`src/rtl/sdThrottlePkg.sv`:
```
package sdThrottlePkg;

  typedef enum logic [1:0] {
    TH_IDLE = 2'd0,
    TH_WAIT = 2'd1,
    TH_RUN  = 2'd2
  } thrState_e;

  // strobes from control to datapath
  typedef struct packed {
    logic latchCfg;
    logic active;
    logic countSample;
    logic clearCount;
    logic clkEn;
  } thrCtl_t;

  // status from datapath to control
  typedef struct packed {
    logic spaceOk;
    logic midStopOk;
    logic fifoFull;
    logic lastSample;
  } thrStat_t;

endpackage

```
`src/rtl/sdThrottleDp.sv`:
```
module sdThrottleDp
  import sdThrottlePkg::*;
#(
  parameter int CFG_W      = 16,
  parameter int LVL_W      = 10,
  parameter int WORD_BYTES = 4,
  parameter int DATA_LANES = 4,
  parameter int BLK_RESET  = 512
) (
  input  logic             clk,
  input  logic             rstN,
  input  logic             cfgWrEn,
  input  logic [1:0]       cfgAddr,
  input  logic [CFG_W-1:0] cfgWrData,
  input  logic [LVL_W-1:0] fifoLevel,
  input  logic [LVL_W-1:0] fifoDepth,
  input  thrCtl_t          ctl,
  output thrStat_t         stat,
  output logic             stalled
);

  localparam int BYTE_SH = $clog2(WORD_BYTES);
  localparam int LANE_SH = $clog2(DATA_LANES);
  localparam int CNT_W   = CFG_W + 3;
  localparam int FREE_W  = LVL_W + BYTE_SH;
  localparam int CMP_W   = (FREE_W > CFG_W) ? FREE_W : CFG_W;

  // software-visible settings
  logic             cfgThrEn;
  logic [CFG_W-1:0] cfgThr;
  logic [CFG_W-1:0] cfgBlk;
  logic [CFG_W-1:0] cfgLimit;

  // per-transfer shadow copies
  logic             shThrEn;
  logic [CFG_W-1:0] shThr;
  logic [CFG_W-1:0] shBlk;
  logic [CFG_W-1:0] shLimit;

  logic [LVL_W-1:0] freeWords;
  logic [CMP_W-1:0] freeBytes;
  logic [CMP_W-1:0] thrCmp;
  logic [CNT_W-1:0] samplesPerBlk;
  logic [CNT_W-1:0] sampleCnt;
  logic [LVL_W-1:0] prevLevel;
  logic [CFG_W-1:0] stallCnt;
  logic             drainSeen;
  logic             fullNow;

  always_ff @(posedge clk) begin
    if (!rstN) begin
      cfgThrEn <= 1'b0;
      cfgThr   <= '0;
      cfgBlk   <= CFG_W'(BLK_RESET);
      cfgLimit <= '0;
    end else if (cfgWrEn && !ctl.active) begin
      unique case (cfgAddr)
        2'd0:    cfgThrEn <= cfgWrData[0];
        2'd1:    cfgThr   <= cfgWrData;
        2'd2:    cfgBlk   <= cfgWrData;
        default: cfgLimit <= cfgWrData;
      endcase
    end
  end

  always_ff @(posedge clk) begin
    if (!rstN) begin
      shThrEn <= 1'b0;
      shThr   <= '0;
      shBlk   <= CFG_W'(BLK_RESET);
      shLimit <= '0;
    end else if (ctl.latchCfg) begin
      shThrEn <= cfgThrEn;
      shThr   <= cfgThr;
      shBlk   <= cfgBlk;
      shLimit <= cfgLimit;
    end
  end

  // free space in bytes
  always_comb begin
    fullNow   = (fifoLevel >= fifoDepth);
    freeWords = fullNow ? '0 : (fifoDepth - fifoLevel);
    freeBytes = CMP_W'(freeWords) << BYTE_SH;
    thrCmp    = CMP_W'(shThr);
  end

  assign samplesPerBlk = (CNT_W'(shBlk) << 3) >> LANE_SH;

  always_ff @(posedge clk) begin
    if (!rstN) begin
      sampleCnt <= '0;
    end else if (ctl.latchCfg || ctl.clearCount) begin
      sampleCnt <= '0;
    end else if (ctl.countSample) begin
      sampleCnt <= sampleCnt + 1'b1;
    end
  end

  always_comb begin
    stat.fifoFull   = fullNow;
    stat.midStopOk  = !(shThrEn && (shThr >= shBlk));
    stat.lastSample = (sampleCnt == samplesPerBlk - 1'b1);
    if (shThrEn) begin
      stat.spaceOk = (freeBytes >= thrCmp);
    end else begin
      stat.spaceOk = (freeWords != '0);
    end
  end

  // stall watch: clock off, transfer active, FIFO not draining
  assign drainSeen = (fifoLevel < prevLevel);

  always_ff @(posedge clk) begin
    if (!rstN) begin
      prevLevel <= '0;
      stallCnt  <= '0;
    end else begin
      prevLevel <= fifoLevel;
      if (!ctl.active || ctl.clkEn || drainSeen) begin
        stallCnt <= '0;
      end else if (stallCnt != {CFG_W{1'b1}}) begin
        stallCnt <= stallCnt + 1'b1;
      end
    end
  end

  assign stalled = ctl.active && !ctl.clkEn && (shLimit != '0) &&
                   (stallCnt >= shLimit);

endmodule

```
`src/rtl/sdThrottleCtl.sv`:
```
module sdThrottleCtl
  import sdThrottlePkg::*;
(
  input  logic     clk,
  input  logic     rstN,
  input  logic     cmdIssue,
  input  logic     xferDone,
  input  logic     bitTick,
  input  thrStat_t stat,
  output thrCtl_t  ctl,
  output logic     cardClkEn,
  output logic     sampleStrobe,
  output logic     blockDone
);

  thrState_e state;
  thrState_e stateNext;
  logic      gateFull;

  assign gateFull     = stat.midStopOk && stat.fifoFull;
  assign cardClkEn    = (state == TH_RUN) && !gateFull;
  assign sampleStrobe = cardClkEn && bitTick;
  assign blockDone    = sampleStrobe && stat.lastSample;

  always_comb begin
    stateNext = state;
    unique case (state)
      TH_IDLE: if (cmdIssue) stateNext = TH_WAIT;
      TH_WAIT: begin
        if (xferDone)          stateNext = TH_IDLE;
        else if (stat.spaceOk) stateNext = TH_RUN;
      end
      TH_RUN: begin
        if (xferDone)       stateNext = TH_IDLE;
        else if (blockDone) stateNext = TH_WAIT;
      end
      default: stateNext = TH_IDLE;
    endcase
  end

  always_ff @(posedge clk) begin
    if (!rstN) state <= TH_IDLE;
    else       state <= stateNext;
  end

  always_comb begin
    ctl.latchCfg    = (state == TH_IDLE) && cmdIssue;
    ctl.active      = (state != TH_IDLE);
    ctl.countSample = sampleStrobe;
    ctl.clearCount  = blockDone;
    ctl.clkEn       = cardClkEn;
  end

endmodule

```
`src/rtl/sdReadThrottle.sv`:
```
module sdReadThrottle
  import sdThrottlePkg::*;
#(
  parameter int CFG_W      = 16,
  parameter int LVL_W      = 10,
  parameter int WORD_BYTES = 4,
  parameter int DATA_LANES = 4,
  parameter int BLK_RESET  = 512
) (
  input  logic             clk,
  input  logic             rstN,
  input  logic             cfgWrEn,
  input  logic [1:0]       cfgAddr,
  input  logic [CFG_W-1:0] cfgWrData,
  input  logic             cmdIssue,
  input  logic             xferDone,
  input  logic [LVL_W-1:0] fifoLevel,
  input  logic [LVL_W-1:0] fifoDepth,
  input  logic             bitTick,
  output logic             cardClkEn,
  output logic             sampleStrobe,
  output logic             blockDone,
  output logic             stalled
);

  thrCtl_t  ctl;
  thrStat_t stat;
  logic     xferActive;
  logic     midStopOk;

  assign xferActive = ctl.active;
  assign midStopOk  = stat.midStopOk;

  sdThrottleDp #(
    .CFG_W(CFG_W), .LVL_W(LVL_W), .WORD_BYTES(WORD_BYTES),
    .DATA_LANES(DATA_LANES), .BLK_RESET(BLK_RESET)
  ) u_dp (
    .clk(clk), .rstN(rstN), .cfgWrEn(cfgWrEn), .cfgAddr(cfgAddr),
    .cfgWrData(cfgWrData), .fifoLevel(fifoLevel), .fifoDepth(fifoDepth),
    .ctl(ctl), .stat(stat), .stalled(stalled)
  );

  sdThrottleCtl u_ctl (
    .clk(clk), .rstN(rstN), .cmdIssue(cmdIssue), .xferDone(xferDone),
    .bitTick(bitTick), .stat(stat), .ctl(ctl), .cardClkEn(cardClkEn),
    .sampleStrobe(sampleStrobe), .blockDone(blockDone)
  );

endmodule

```
`config.mk`:
```
export PLATFORM = sky130hd
export DESIGN_NAME = sdReadThrottle
export DESIGN_NICKNAME = d
export VERILOG_FILES = /design/src/rtl/sdThrottlePkg.sv /design/src/rtl/sdThrottleDp.sv /design/src/rtl/sdThrottleCtl.sv /design/src/rtl/sdReadThrottle.sv
export SDC_FILE = /design/constraint.sdc
export NUM_CORES = 1
export LEC_CHECK = 0
export ABC_AREA = 1
export CAP_MARGIN = 5
export CORE_MARGIN = 2
export CORE_UTILIZATION = 60
export DETAILED_ROUTE_END_ITERATION = 8
export GPL_TIMING_DRIVEN = 1
export PLACE_DENSITY = 0.8
export SLEW_MARGIN = 15
export SYNTH_ARGS = -nofsm -noshare
export SYNTH_HDL_FRONTEND = slang
export SYNTH_SLANG_ARGS = --single-unit
```
`constraint.sdc`:
```
create_clock -name clk -period 3.9 [get_ports clk]
set_input_delay 0.78 -clock clk [delete_from_list [all_inputs] [get_ports clk]]
set_output_delay 0.78 -clock clk [all_outputs]
set_load 0.005 [all_outputs]
```
Word-level counts from Yosys, hierarchy flattened
Cells that the tools add are included.
Word-level totals
  word-level logic and storage cells: 70
  output and inout port bits: 4
  bits in registers: 145
Cells by class
  mux-type cells: 8
  add/subtract/negate cells: 4
  magnitude comparators: 5
  bitwise logic cells: 2
  eq/ne operators: 9
  reduce and logical (&&, ||, !) cells: 30
Operators by type and width (count)
  $ge A16 B16 Y1: 2
  $add A19 B1 Y19 const B: 1
  $eq A19 B19 Y1: 1
  $sub A17 B1 Y18 const B: 1
  $add A16 B1 Y16 const B: 1
  $ge A12 B16 Y1: 1
  $ne A16 B16 Y1 const B: 1
  $reduce_bool A16 Y1: 1
  $ge A10 B10 Y1: 1
  $logic_and A1 B1 Y1: 10
  $lt A10 B10 Y1: 1
  $mux W10: 1
  $mux W2: 5
  $reduce_bool A10 Y1: 1
  $sub A10 B10 Y10: 1
  $reduce_and A2 Y1: 4
  $ne A3 B3 Y1 const B: 2
  $pmux W2 S3: 1
  $eq A2 B1 Y1 const B: 2
  $eq A2 B2 Y1 const B: 2
  $logic_not A1 Y1: 4
  $logic_not A2 Y1: 2
  $reduce_or A2 Y1: 2
  $logic_or A1 B1 Y1: 3
  other kinds (6): 7

Depth between registers and ports, before layout
Gate-level depths: netlist (run 1).
  word-level depth: 11
  depth in mapped cells: 24
  gate-level depth less buffers: 23

By module
A second synthesis (run 1) with hierarchy kept.
Unflattened totals
  cells, all modules: 1138
  area, all modules: 8051.5 um^2
Modules (own cells, without submodules)
  sdThrottleDp: seq. area each 2862.7 um^2, times used 1, area an instance 7848.8 um^2, cells each 1102
  sdThrottleCtl: seq. area each 40.0 um^2, times used 1, area an instance 202.7 um^2, cells each 36

Least setup slack after synthesis (run 1)
OpenSTA, ideal clock, no wires.
  kind: input to register
  start: in fifoDepth[0]
  end: reg u_ctl.state[0]
  stages: 20
  path slack: 0.813 ns
  required time: 3.785 ns
  arrival time: 2.972 ns
  cell sequence: inv_1 -> ha_1 -> inv_1 -> fa_1 -> nand3_1 -> nand3_2 -> nand2_4 -> nor2_1 -> ha_1 -> nand2_1 -> o31ai_1 -> nand4_1 -> nand2_1 -> nand2_1 -> nand2_1 -> a21oi_1 -> a21oi_1 -> nand3_1 -> nand2_1 -> nor2_1
On the way
  longest elaborated chain between the ends: 8
RTL lines
  start: declaration: line sdReadThrottle.sv:18  | input logic [LVL_W-1:0] fifoDepth,
  branches (longest 7 deep; another with $ge A12 B16 Y1)
  $reduce_and A3 Y1 (no line) (*)
  end signal: assignment: line sdThrottleCtl.sv:43  | else state <= stateNext;
  end: declaration: line sdThrottleCtl.sv:16  | thrState_e state;
Every way passes the cells marked *.
A chain may end at the register's enable or synchronous reset.

Worst setup path after layout (run 1)
  start: in fifoLevel[8]
  end: out stalled
On the way
  longest elaborated chain between the ends: 8
RTL lines
  start: declaration: line sdReadThrottle.sv:17  | input logic [LVL_W-1:0] fifoLevel,
  $ge A10 B10 Y1: line sdThrottleDp.sv:82  | fullNow = (fifoLevel >= fifoDepth);
  $logic_and A1 B1 Y1: line sdThrottleCtl.sv:20  | assign gateFull = stat.midStopOk && stat.fifoFull;
  $logic_not A1 Y1: line sdThrottleCtl.sv:21  | assign cardClkEn = (state == TH_RUN) && !gateFull;
  $logic_and A1 B1 Y1: line sdThrottleCtl.sv:21
  $logic_not A1 Y1: line sdThrottleDp.sv:128  | assign stalled = ctl.active && !ctl.clkEn && (shLimit != '0) &&
  $logic_and A1 B1 Y1 (3 in a row): line sdThrottleDp.sv:128
  end: declaration: line sdReadThrottle.sv:23  | output logic stalled
No other way between the ends.

==> results.ini, run 1 <==
[floorplanning]
pin_count = 48
core.rowCount = 42
coreArea_mm2 = 0.0133
die_h_um = 121
die_w_um = 121
start_util = 0.618
die-area_mm2 = 0.0146

[layout]
nFillCells = 1038
final_util = 0.742
area_growth_syn_to_layout_pct = 20.1
drive_gt1_frac = 0.114
diodes = 0
design_area_mm2 = 0.00987
nNetsFinal = 1365

[synthesis]
ys_ff_latch = 145
syn-num-nets = 1278
synth_fa_ha_area_frac = 0.0999
synth_area_mm2 = 0.00821
yosysUniqueCellTypes = 45
synth_xor_area_frac = 0.0309
synthSimpleGateAreaFrac = 0.254
syn_inst = 1169
synth_edf_count = 0
ys_warn_count = 0
synthTopCellsByArea = dfxtp_1 35%, ha_1 9.8%, nand2_1 9.3%
synth-compound-area-share = 0.163
ys_seq_area_frac = 0.353
synth_ff_type = dfxtp_1
async_flop_share = 0
synth.top_cell.area_share = 0.353
yosysTopAreaCell = dfxtp_1
synth_top_family_by_area = simple AND/OR/NAND/NOR gates
synthMuxAreaShare = 0
syn_area_per_cell_um2 = 7.03

[cts]
cts_root_buffer = clkbuf_16
clk_latency_ns = 0.43
cts_buffer_depth = 2
clk_pin_slew_worst_paths_ns = 0.06
cts_htree_levels = 4
cts_buffers = 17
cts_num_sinks = 145
cts_tree = done

[critical_path]
arrival_ns = 3.03
critical_path_peak_fanout = 3
cp.required_ns = 3.12
ff2ff_setup_slack_ns = 1.22
endpoint_kind = primary output
crit_type = in -> out
startpoint_type = primary input

[power_and_ir_drop]
power_density_mw_per_mm2 = 431
p_leak_nw = 4.48
ir_worst_vdd_v = 0.000326

[detailed_routing]
vias = 7754
drtPass1Iterations = 6
ant_nets = 0
viasPerCell = 5.37
wl_per_cell_um = 14.4
wirelength_um = 20700
drt_iter0_markers = 646
drc = 0

[global_route]
grt_overflow = 0
antenna_found_initial = 0
grt_pass1_vias = 7217
grt_max_degree = 85
top_usage_layer = met2
met2_usage = 0.473
grt_use_total = 0.293
grt_use_met3 = 0.0602
grt_pass1_wl_um = 34100
use_met1 = 0.390

[timing]
drv_slew = 0
tightestPinTransition_ns = 0.806
setup_viol = 0
whs_ns = 0.442
skew_ns = 0.00781
fin_crit_sh = 0.977
hold_violations = 0
layout_min_cycle_time_ns = 3.81
relSlewSlack = 0.461
fmax_mhz = 263

[placed_design]
portBuffers = 47
gp_congestion = 0.889
dp_hpwl_um = 15400
dpl_cell_area_mm2 = 0.00916

[worst_hold_path]
hold_class = reg -> reg

[run]
drv_cap = 0

[outcome]
outcome = finished, final reports clean

[state kept, by name, indices dropped and copies added, names as in the netlist]
name / flops
u_dp.cfgThrEn: 1
u_ctl.state: 2
u_dp.shThr: 16
u_dp.cfgBlk: 16
u_dp.shThrEn: 1
u_dp.prevLevel: 10
u_dp.cfgLimit: 16
u_dp.stallCnt: 16
u_dp.cfgThr: 16
u_dp.sampleCnt: 19
u_dp.shBlk: 16
u_dp.shLimit: 16
[critical path, cell delays in order]
cell	delay, ns
clkdlybuf4s50_1	0.48
inv_1	0.05
ha_1	0.31
nand2_2	0.09
nor2_4	0.13
buf_4	0.13
nand4_2	0.16
nand2_4	0.12
nand2_2	0.06
nand2_1	0.07
inv_2	0.05
nor2_4	0.12
o21ai_1	0.10
a21oi_1	0.12
dlygate4sd2_1	0.25
[final timing paths]
kind / startpoint / to / cells past startpoint
hold / removal: u_dp.cfgLimit[14] / u_dp.cfgLimit[14] / 2
setup reg to reg: u_dp.shBlk[8] / u_dp.sampleCnt[7] / 14
hold reg to reg: u_dp.cfgLimit[14] / u_dp.cfgLimit[14] / 2
setup / recovery: fifoLevel[8] / stalled / 15
[report_power, final]
group	switching, mW	internal [mW]	total [mW]
sequential	0.0771	1.59	1.66
clock	0.700	0.897	1.60
combinational	0.590	0.398	0.988
[through the flow]
stage                     TNS (ns)  cells  total power, mW  setup slack [ns]
after floorplan                  0   1169             2.33             0.813
after global placement      -0.168   1411             2.61            -0.168
after detailed placement    -0.289   1411             2.64            -0.252
after CTS                        0   1442             4.24            0.0211
after global routing       -0.0428   1444             4.47           -0.0219
final                            0   1444             4.25            0.0912
[logic make-up after synthesis]
kind of cell / Yosys count
AND/OR/NAND/NOR: 473
adder cells (fa/ha/maj): 65
XOR/XNOR: 29
buffers and inverters: 209
AO/OA/AOI/OAI: 248
flip-flops: 145
[cell usage in the layout (no fill, tap or decap), drive strengths merged, types with 5 or more instances in the layout]
cell type / n
o211ai: 5
ha: 64
clkdlybuf4s50: 43
xor2: 19
nor2: 153
clkbuf: 17
o21ai: 115
nor4: 6
nand2: 208
a21oi: 115
nand4: 15
inv: 183
buf: 56
nand3b: 6
xnor2: 10
nand3: 59
dfxtp: 145
nor3: 22
[cell type report]
type / instances / area [µm²] / area share
Clock buffer: 17 / 425 / 0.0431
Clock inverter: 14 / 145 / 0.0147
Tap cell: 176 / 220 / 0.0223
Timing Repair Buffer: 102 / 895 / 0.0907
Multi-Input combinational cell: 815 / 4620 / 0.468
Sequential cell: 145 / 2900 / 0.294
Inverter: 175 / 657 / 0.0666
[cells in the mapped netlist (4+ instances only)]
master and count:
a21oi_1 105, a21oi_2 10, buf_2 4, clkbuf_1 27
dfxtp_1 145, ha_1 64, inv_1 167, inv_2 7
nand2_1 204, nand3_1 54, nand3b_1 6, nand4_1 13
nor2_1 142, nor2_2 8, nor3_1 20, nor4_1 6
o211ai_1 4, o21ai_0 110, o21ai_1 4, xnor2_1 10
xor2_1 19
[layer usage]
layer	wire length, µm	up-vias	share of wire
met3	1270	34	0.061
met4	463	0	0.022
met5	0	-	0
met2	9640	214	0.47
met1	9350	3528	0.45
li1	-	3978	-
[timing repair]
item	in CTS	in global routing
pin swaps	0	2
buffers inserted	0	2
gates resized for setup	6	12
hold buffers	0	0
setup endpoints to repair	2	3
Power figures use the tool's default switching activity.
==> inputs of run 2 (changes only) <==
Settings changed: HOLD_SLACK_MARGIN from default to 0.02.
==> results of run 2 <==
Final layout, timing and power as in run 1 (identical DEF).
